[src/rtl/half_mac_pkg.sv]
package half_mac_pkg;

  localparam int DATA_W = 32;
  localparam int HALF_W = DATA_W / 2;

  // Strobes from control to datapath for one clock edge
  typedef struct packed {
    logic loadRes;   // capture a new result
    logic accumEn;   // add the accumulate word and allow a flag set
    logic clearOvf;  // request to lower the sticky flag
  } mac_strobe_t;

endpackage

[src/rtl/half_mac_ctrl.sv]
module half_mac_ctrl
  import half_mac_pkg::*;
(
  input  logic        clk,
  input  logic        rstN,
  input  logic        execEn,
  input  logic        accMode,
  input  logic        flagClr,
  output mac_strobe_t strobe,
  output logic        resultValid
);

  always_comb begin
    strobe.loadRes  = execEn;
    strobe.accumEn  = execEn & accMode;
    strobe.clearOvf = flagClr;
  end

  always_ff @(posedge clk or negedge rstN) begin
    if (!rstN) resultValid <= 1'b0;
    else       resultValid <= execEn;
  end

endmodule

[src/rtl/half_mac_dpath.sv]
module half_mac_dpath
  import half_mac_pkg::*;
#(
  parameter int DW = DATA_W,
  localparam int HW = DW / 2
) (
  input  logic          clk,
  input  logic          rstN,
  input  mac_strobe_t   strobe,
  input  logic          selA,
  input  logic          selB,
  input  logic [DW-1:0] opA,
  input  logic [DW-1:0] opB,
  input  logic [DW-1:0] opC,
  output logic [DW-1:0] result,
  output logic          stickyOvf
);

  logic [DW-1:0] srcWord [2];
  logic          srcSel  [2];
  logic [DW-1:0] halfExt [2];

  assign srcWord[0] = opA;
  assign srcWord[1] = opB;
  assign srcSel[0]  = selA;
  assign srcSel[1]  = selB;

  // One half picker per multiplicand, each sign-extended to full width
  for (genvar i = 0; i < 2; i++) begin : g_pick
    logic [HW-1:0] halfRaw;
    assign halfRaw    = srcSel[i] ? srcWord[i][DW-1:HW] : srcWord[i][HW-1:0];
    assign halfExt[i] = {{(DW-HW){halfRaw[HW-1]}}, halfRaw};
  end

  logic signed [DW-1:0] product;
  logic [DW-1:0]        sum;
  logic                 addOvf;
  logic [DW-1:0]        nextRes;

  assign product = $signed(halfExt[0]) * $signed(halfExt[1]);
  assign sum     = product + opC;
  assign addOvf  = (product[DW-1] == opC[DW-1]) && (sum[DW-1] != product[DW-1]);
  assign nextRes = strobe.accumEn ? sum : product;

  always_ff @(posedge clk or negedge rstN) begin
    if (!rstN) begin
      result <= '0;
    end else if (strobe.loadRes) begin
      result <= nextRes;
    end
  end

  // A set wins over a clear on the same edge
  always_ff @(posedge clk or negedge rstN) begin
    if (!rstN) begin
      stickyOvf <= 1'b0;
    end else if (strobe.accumEn && addOvf) begin
      stickyOvf <= 1'b1;
    end else if (strobe.clearOvf) begin
      stickyOvf <= 1'b0;
    end
  end

endmodule

[src/rtl/half_mac.sv]
module half_mac
  import half_mac_pkg::*;
(
  input  logic              clk,
  input  logic              rstN,
  input  logic              execEn,
  input  logic              accMode,
  input  logic              selA,
  input  logic              selB,
  input  logic [DATA_W-1:0] opA,
  input  logic [DATA_W-1:0] opB,
  input  logic [DATA_W-1:0] opC,
  input  logic              flagClr,
  output logic [DATA_W-1:0] result,
  output logic              resultValid,
  output logic              stickyOvf
);

  mac_strobe_t strobe;

  half_mac_ctrl u_ctrl (
    .clk(clk), .rstN(rstN), .execEn(execEn), .accMode(accMode),
    .flagClr(flagClr), .strobe(strobe), .resultValid(resultValid)
  );

  half_mac_dpath #(.DW(DATA_W)) u_dpath (
    .clk(clk), .rstN(rstN), .strobe(strobe), .selA(selA), .selB(selB),
    .opA(opA), .opB(opB), .opC(opC), .result(result), .stickyOvf(stickyOvf)
  );

endmodule

[config.mk]
export PLATFORM = sky130hd
export DESIGN_NAME = half_mac
export DESIGN_NICKNAME = d
export VERILOG_FILES = /design/src/rtl/half_mac_pkg.sv /design/src/rtl/half_mac_ctrl.sv /design/src/rtl/half_mac_dpath.sv /design/src/rtl/half_mac.sv
export SDC_FILE = /design/constraint.sdc
export NUM_CORES = 1
export LEC_CHECK = 0
export ABC_AREA = 0
export BUFFER_PORTS_ARGS = -buffer_cell sky130_fd_sc_hd__clkbuf_2
export CAP_MARGIN = 20
export CORE_UTILIZATION = 63
export CTS_CLUSTER_SIZE = 12
export DETAILED_ROUTE_END_ITERATION = 12
export HOLD_SLACK_MARGIN = 0.02
export PLACE_DENSITY_LB_ADDON = 0.25
export SLEW_MARGIN = 20
export SYNTH_ARGS = -nofsm -noshare
export SYNTH_HDL_FRONTEND = slang
export SYNTH_SLANG_ARGS = --single-unit
[constraint.sdc]
create_clock -name clk -period 1 [get_ports clk]
set_clock_uncertainty 0.05 [all_clocks]
set_input_delay 0.2 -clock clk [delete_from_list [all_inputs] [get_ports clk]]
set_output_delay 0.2 -clock clk [all_outputs]
set_load 0.03 [all_outputs]
==> run metrics, run 1 <==
outcome aborted with a tool error; stopping stage global routing; Tool Error [ERROR GRT-0232] Routing congestion too high. Check the congestion heatmap in the GUI.; GP Congestion 1.003; Area contributors post-synth fa_1, ha_1, inv_1, dfrtp_1, nor2_1; EDFF count, synth 0; Sink Count 34; Initial Util 65.08%; io pins 137; average size of a mapped cell between 8 and 9 um2; post-synthesis sequential area ratio 6.399%; Synth Flop Type dfrtp_1; Yosys top cell by area fa_1; largest net degree at the start of global routing 52; placed cell area about 17,000 um2; Seq cells post-synth 34; top-count cell post-synth inv_1; Num CTS Buffers 5; GRT Overall Usage 95.18%; total grt overflow 1,084; Clock Tree Buf Depth 2; synth unique cells 70; share of the synthesized area in the top cell type 39.60%; synth cell count leaders inv_1, fa_1, nor2_1; Clock Tree Root clkbuf_16; Post-synth ARST share 100.0%; die height 147.3 um; Mapped Nets 2,014; dpl hpwl 34,310 um; Syn Std Cell Area 13,300 um2; die width 147.3 um; H-tree depth 2; cells after synthesis 1,535; row count 52; Ys Warns 0; port buffer count ~140
layer usage:
metal | overflow | global-route usage, %
met1 | 20 | 87.50
met2 | 765 | 116.1
met3 | 16 | 77.92
met4 | 281 | 107.3
met5 | 2 | 50.00
repair_timing:
action / 4_1_cts
pin swaps: 135
buffers inserted: 58
endpoints found under the hold margin: 34
gates cloned: 1
resized for setup: 307
hold buffers: 1
setup endpoints to repair: 67
stage by stage:
stage	std cells	util (%)	hold slack (ps)	setup slack [ps]
2_1_floorplan	1535	-	-145.6	-6750
3_3_place_gp	2233	83.55	124.9	-7064
3_5_place_dp	2233	83.55	126.5	-7233
4_1_cts	2296	93.51	218.9	-6773
cell families after synthesis:
group,after synthesis,share of synthesized area (%)
buffers and inverters,358,10.25
XOR/XNOR,59,3.887
flip-flops,34,6.399
multiplexers,67,5.298
AND/OR/NAND/NOR,416,13.14
adder cells (fa/ha/maj),376,50.24
AO/OA/AOI/OAI,225,10.79
==> run 2, diff against run 1 <==
--- a/config.mk
+++ b/config.mk
@@ -8,11 +8,9 @@
 export ABC_AREA = 0
 export BUFFER_PORTS_ARGS = -buffer_cell sky130_fd_sc_hd__clkbuf_2
 export CAP_MARGIN = 20
-export CORE_UTILIZATION = 63
-export CTS_CLUSTER_SIZE = 12
+export CORE_UTILIZATION = 40
 export DETAILED_ROUTE_END_ITERATION = 12
-export HOLD_SLACK_MARGIN = 0.02
-export PLACE_DENSITY_LB_ADDON = 0.25
+export PLACE_DENSITY_LB_ADDON = 0.15
 export SLEW_MARGIN = 20
 export SYNTH_ARGS = -nofsm -noshare
 export SYNTH_HDL_FRONTEND = slang
==> run 2 against run 1 <==
The flow now finishes, with violations (setup timing). Synthesized cell count unchanged. Synthesized area did not move.
==> run metrics, run 2 <==
Ys Warns 0; ANT cells 0; Slowest-stage cell, CP fa_2; Synth Flop Type dfrtp_1; RSZ-0062 raised after global routing true; cells after synthesis 1,535; synth unique cells 70; first-pass GRT wire length 68,860 um; top-count cell post-synth inv_1; Num CTS Buffers 5; Yosys top cell by area fa_1; f_max between 0.1 and 0.15 GHz; Max-Cap Viols 0; EDFF count, synth 0; period utilization 783.1%; Remaining DRCs 0; most frequent cells in the layout buf_4, inv_1, fa_1, nor2_1, nand2_1; Top Registers u_dpath.result: 32 flops, u_ctrl.resultValid: 1 flops, u_dpath.stickyOvf: 1 flops; Worst Path Required 1160 ps; max_slew headroom 64.04%; min Tclk post-route 7831 ps; most common cell after layout, fill and taps aside buf_4; total grt overflow 0; post-synthesis sequential area ratio 6.399%; Iter 0 DRT Violations about 540; Die ar. 33,970 um2; worst skew pair latency 280 ps; final slew viol count 0; CP arrival 7990 ps; worst-path maximum fanout 5; Most Frequent Cell on Critical Path fa_1; H-tree depth 2; clock-pin slew on the worst setup and hold paths 60 ps; post-detailed-routing wire length 42,170 um; Area contributors post-synth fa_1, ha_1, inv_1, dfrtp_1, nor2_1; synth-to-layout area growth 54.20%; PnR worst setup slack -6831 ps; dpl hpwl 34,290 um; row count 66; Final Hold Fails 0; wire per inst 16.83 um; GRT Overall Usage 25.90%; Seq cells post-synth 34; initial antenna violation count 0; die width 184.3 um; DR pass1 iterations 5; Hold WC Path Type in2reg; largest net degree at the start of global routing 35; Sink Count 34; Syn Std Cell Area around 13,000 um2; Initial Util ~41%; Routed Antenna Nets 0; Tightest Pin Transition 532.7 ps; sequential cell area 850.8 um2; via/cell ratio around 4.9; max FFs per register 32; fill count around 2,700; CTS tree done; violated checks setup timing; CP Capture Type register; average size of a mapped cell 8.661 um2; Vias 12,360; Clock Tree Root clkbuf_16; vias in the first global route 13,220; port buffer count 136; Mapped Nets 2,014; Biggest register u_dpath.result; setup violators final 67; final net count 2,542; crit path kind in2reg; share of the synthesized area in the top cell type 39.60%; Post-synth ARST share 100.0%; Startpoint Class input pin; GP Congestion 0.9309; area occupied by multi-input gates 13,040 um2; outcome finished, violations left; die height 184.3 um; largest stage delay on the critical path just under 600 ps; setup TNS -175,020 ps; io pins 137; core area 32,620 um2; layout cells sized above 1 43.80%; Clock Tree Buf Depth 2; synth cell count leaders inv_1, fa_1, nor2_1
run 2: cell counts after synthesis:
Identical to the previous run, type by type.
run 2: per-stage QoR:
| stage | cell area [um2] | hold WS [ps] | instances | utilization, % | setup slack [ps] |
|---|---|---|---|---|---|
| floorplan | 13820 | -145.6 | 1535 | - | -6750 |
| global placement | 17250 | 122.9 | 2399 | 52.89 | -7116 |
| detailed placement | 17250 | 122.3 | 2399 | 52.89 | -7173 |
| CTS | 19430 | 62.47 | 2467 | 59.58 | -6739 |
| global route | 20500 | 75.09 | 2506 | 62.85 | -7080 |
| finish | 20500 | 68.17 | 2506 | 62.85 | -6831 |
run 2: routing by layer:
metal  track usage, %  vias up  wire length, um
met4            6.067        0             1023
li1                 -     5868                -
met3            2.371       50             1869
met2            42.66      349            20000
met5                0        -                0
met1            36.75     6088            19280
run 2: cell type report:
| type | instances | area share, % |
|---|---|---|
| multi-input cells | 1143 | 63.61 |
| repair buffers | 556 | 22.81 |
| inverters | 323 | 5.926 |
| flip-flops and latches | 34 | 4.150 |
| well taps | 442 | 2.698 |
| clock buffers | 8 | 0.8117 |
run 2: cells by family after synthesis:
group,after synthesis,synth area share [%]
and+or+nand+nor,416,13.14
adders and majority gates,376,50.24
buffers and inverters,358,10.25
AOI/OAI and AO/OA,225,10.79
muxes,67,5.298
xor gates and xnor gates,59,3.887
DFF,34,6.399
run 2: worst paths after layout:
| kind | slack [ps] | start | end | cells past startpoint |
|---|---|---|---|---|
| worst max-delay path | -6830 | selA | u_dpath.result[26] | 37 |
| worst min-delay path | 70 | execEn | u_ctrl.resultValid | 1 |
| worst max register to register | -10 | u_dpath.stickyOvf | u_dpath.stickyOvf | 2 |
| worst min register to register | 490 | u_dpath.result[8] | u_dpath.result[8] | 2 |
| max in group asynchronous | 350 | rstN | u_dpath.result[9] | 3 |
| min in group asynchronous | 350 | rstN | u_dpath.result[29] | 3 |
run 2: what timing repair did:
| item | 4_1_cts | 5_1_grt |
|---|---|---|
| resized for setup | 339 | 194 |
| hold buffers | 1 | 0 |
| setup endpoints to repair | 67 | 67 |
| pin swaps | 137 | 166 |
| cloned | 5 | 0 |
| hold endpoints to repair | 34 | 0 |
| setup buffers | 54 | 47 |
run 2: critical path: cells and delay by family:
family	cells	cell delay [ps]
adders and majority gates	8	3610
AOI/OAI and AO/OA	12	2350
buffers and inverters	10	970
and+or+nand+nor	4	430
muxes	1	240
xor gates and xnor gates	2	200
Power of run 2 is not shown: default switching activity piles up to over one toggle a cycle in this logic, so the estimate is an artifact.
==> run 3, diff against run 2 <==
--- a/config.mk
+++ b/config.mk
@@ -8,7 +8,7 @@
 export ABC_AREA = 0
 export BUFFER_PORTS_ARGS = -buffer_cell sky130_fd_sc_hd__clkbuf_2
 export CAP_MARGIN = 20
-export CORE_UTILIZATION = 40
+export CORE_UTILIZATION = 30
 export DETAILED_ROUTE_END_ITERATION = 12
 export PLACE_DENSITY_LB_ADDON = 0.15
 export SLEW_MARGIN = 20
==> run 3 against run 2 <==
The run still ends with setup timing left. Routed wire length grew 0.69%. Worst hold slack better by 170 ps. Worst setup slack improved by 65 ps. Via count down 3.5%. Cell area shrank 4.6%. Sequential cell count unchanged. First-iteration DRC count fell by 13%. Register-to-register slack worse by 120 ps. Critical path type unchanged. Largest cell class unchanged.
==> run metrics, run 3 (synthesis results as in run 2) <==
Clock Tree Buf Depth 2; Num CTS Buffers 5; R2R Setup Slk -130 ps; Place WS -7369 ps; total grt overflow 0; PnR worst setup slack -6766 ps; worst-path maximum fanout 6; f_max 0.1288 GHz; core area 43,360 um2; Max-Cap Viols 0; DR pass1 iterations 5; die height around 210 um; RSZ-0062 raised after global routing true; synth-to-layout area growth 47.07%; Sink Count 34; crit path kind in2reg; max FFs per register 32; Most Frequent Cell on Critical Path fa_1; fill count 4,288; Startpoint Class input pin; Top Usage Layer GRT met2; Die ar. roughly 45,000 um2; most common cell after layout, fill and taps aside buf_4; CP arrival about 7900 ps; dpl hpwl 36,880 um; Clock Tree Root clkbuf_16; violated checks setup timing; Top Registers u_dpath.result: 32 flops, u_ctrl.resultValid: 1 flops, u_dpath.stickyOvf: 1 flops; final net count 2,512; GRT Overall Usage 20.02%; met1 GRT Util 29.64%; GP Congestion ~0.9; sequential cell area roughly 850 um2; final slew viol count 0; port buffer count 136; largest net degree at the start of global routing 35; area occupied by multi-input gates approximately 12,000 um2; Slowest-stage cell, CP fa_2; Hold WC Path Type in2reg; setup violators final 67; Initial Util 30.66%; ANT cells 0; post-detailed-routing wire length 42,460 um; min Tclk post-route 7766 ps; layout cells sized above 1 37.61%; initial antenna violation count 0; Remaining DRCs 0; clock-pin slew on the worst setup and hold paths 50 ps; vias in the first global route 12,970; first-pass GRT wire length about 70,000 um; row count 76; Vias 11,930; via/cell ratio 4.554; Routed Antenna Nets 0; max_slew headroom 66.82%; Iter 0 DRT Violations 465; outcome finished, violations left; H-tree depth 2; CP Capture Type register; CTS tree done; GR Util met2 about a third; met3 usage 0.8715%; Tightest Pin Transition 485.2 ps; wire per inst about 16 um; die width 212.5 um; period utilization 776.6%; Final Hold Fails 0; worst skew pair latency 280 ps; io pins around 140; largest stage delay on the critical path 620 ps; Biggest register u_dpath.result; most frequent cells in the layout buf_4, inv_1, fa_1, nor2_1, nand2_1; Worst Path Required 1110 ps
==> run 3: cell types whose count changed in the layout (fill, tap and decap cells not counted), moves of 15 or more <==
cell	change
ha_1	+26
nor2_1	+16
buf_6	-26
ha_4	-26
inv_1	+15
nor2_4	-16
==> run 3: worst paths after layout <==
kind                               startpoint                 end  depth (start not counted)
setup / recovery                         selA   u_dpath.stickyOvf                         34
hold / removal                        flagClr   u_dpath.stickyOvf                          3
setup reg to reg           u_dpath.result[30]  u_dpath.result[30]                          3
hold reg to reg            u_dpath.result[19]  u_dpath.result[19]                          2
max in group asynchronous                rstN  u_dpath.result[14]                          3
min in group asynchronous                rstN   u_dpath.stickyOvf                          3
==> run 3: final cells by class <==
class	count	area share (%)
clock buffers	5	0.6399
clock inverters	3	0.2304
inverters	323	6.200
multi-input cells	1143	62.65
flip-flops and latches	34	4.351
well taps	585	3.743
repair buffers	526	22.18
==> run 3: repair_timing <==
item	in CTS	in global routing
pin swaps	87	42
gates resized for setup	240	99
endpoints found under the hold margin	34	0
cloned	1	0
endpoints found under the setup margin	67	67
hold buffers	1	0
setup buffers	49	14
==> run 3: metal layers <==
| layer | vias to the layer above | part of all wire, % |
|---|---|---|
| met5 | - | 0 |
| met4 | 0 | 1.9 |
| met3 | 37 | 2.7 |
| met2 | 225 | 46 |
| met1 | 5862 | 49 |
| li1 | 5803 | - |
==> run 3: worst max-delay path, delay by kind of cell <==
family	cells	cell delay, ps
and+or+nand+nor	7	840
adders and majority gates	8	3600
buffers and inverters	10	910
xor gates and xnor gates	1	260
AOI/OAI and AO/OA	7	1730
muxes	1	340
==> run 3: stage by stage <==
step,area (um2),setup TNS (ps),hold WS [ps],util [%],instances
after floorplan,13820,-164550,-145.6,-,1535
after global placement,17490,-188460,124.4,40.34,2547
after detailed placement,17490,-188500,125.1,40.34,2547
after CTS,19170,-174820,256.6,44.21,2606
after global routing,19550,-184010,294.1,45.09,2619
final,19550,-173550,233.6,45.09,2619
Power of run 3 is left out for the same reason.
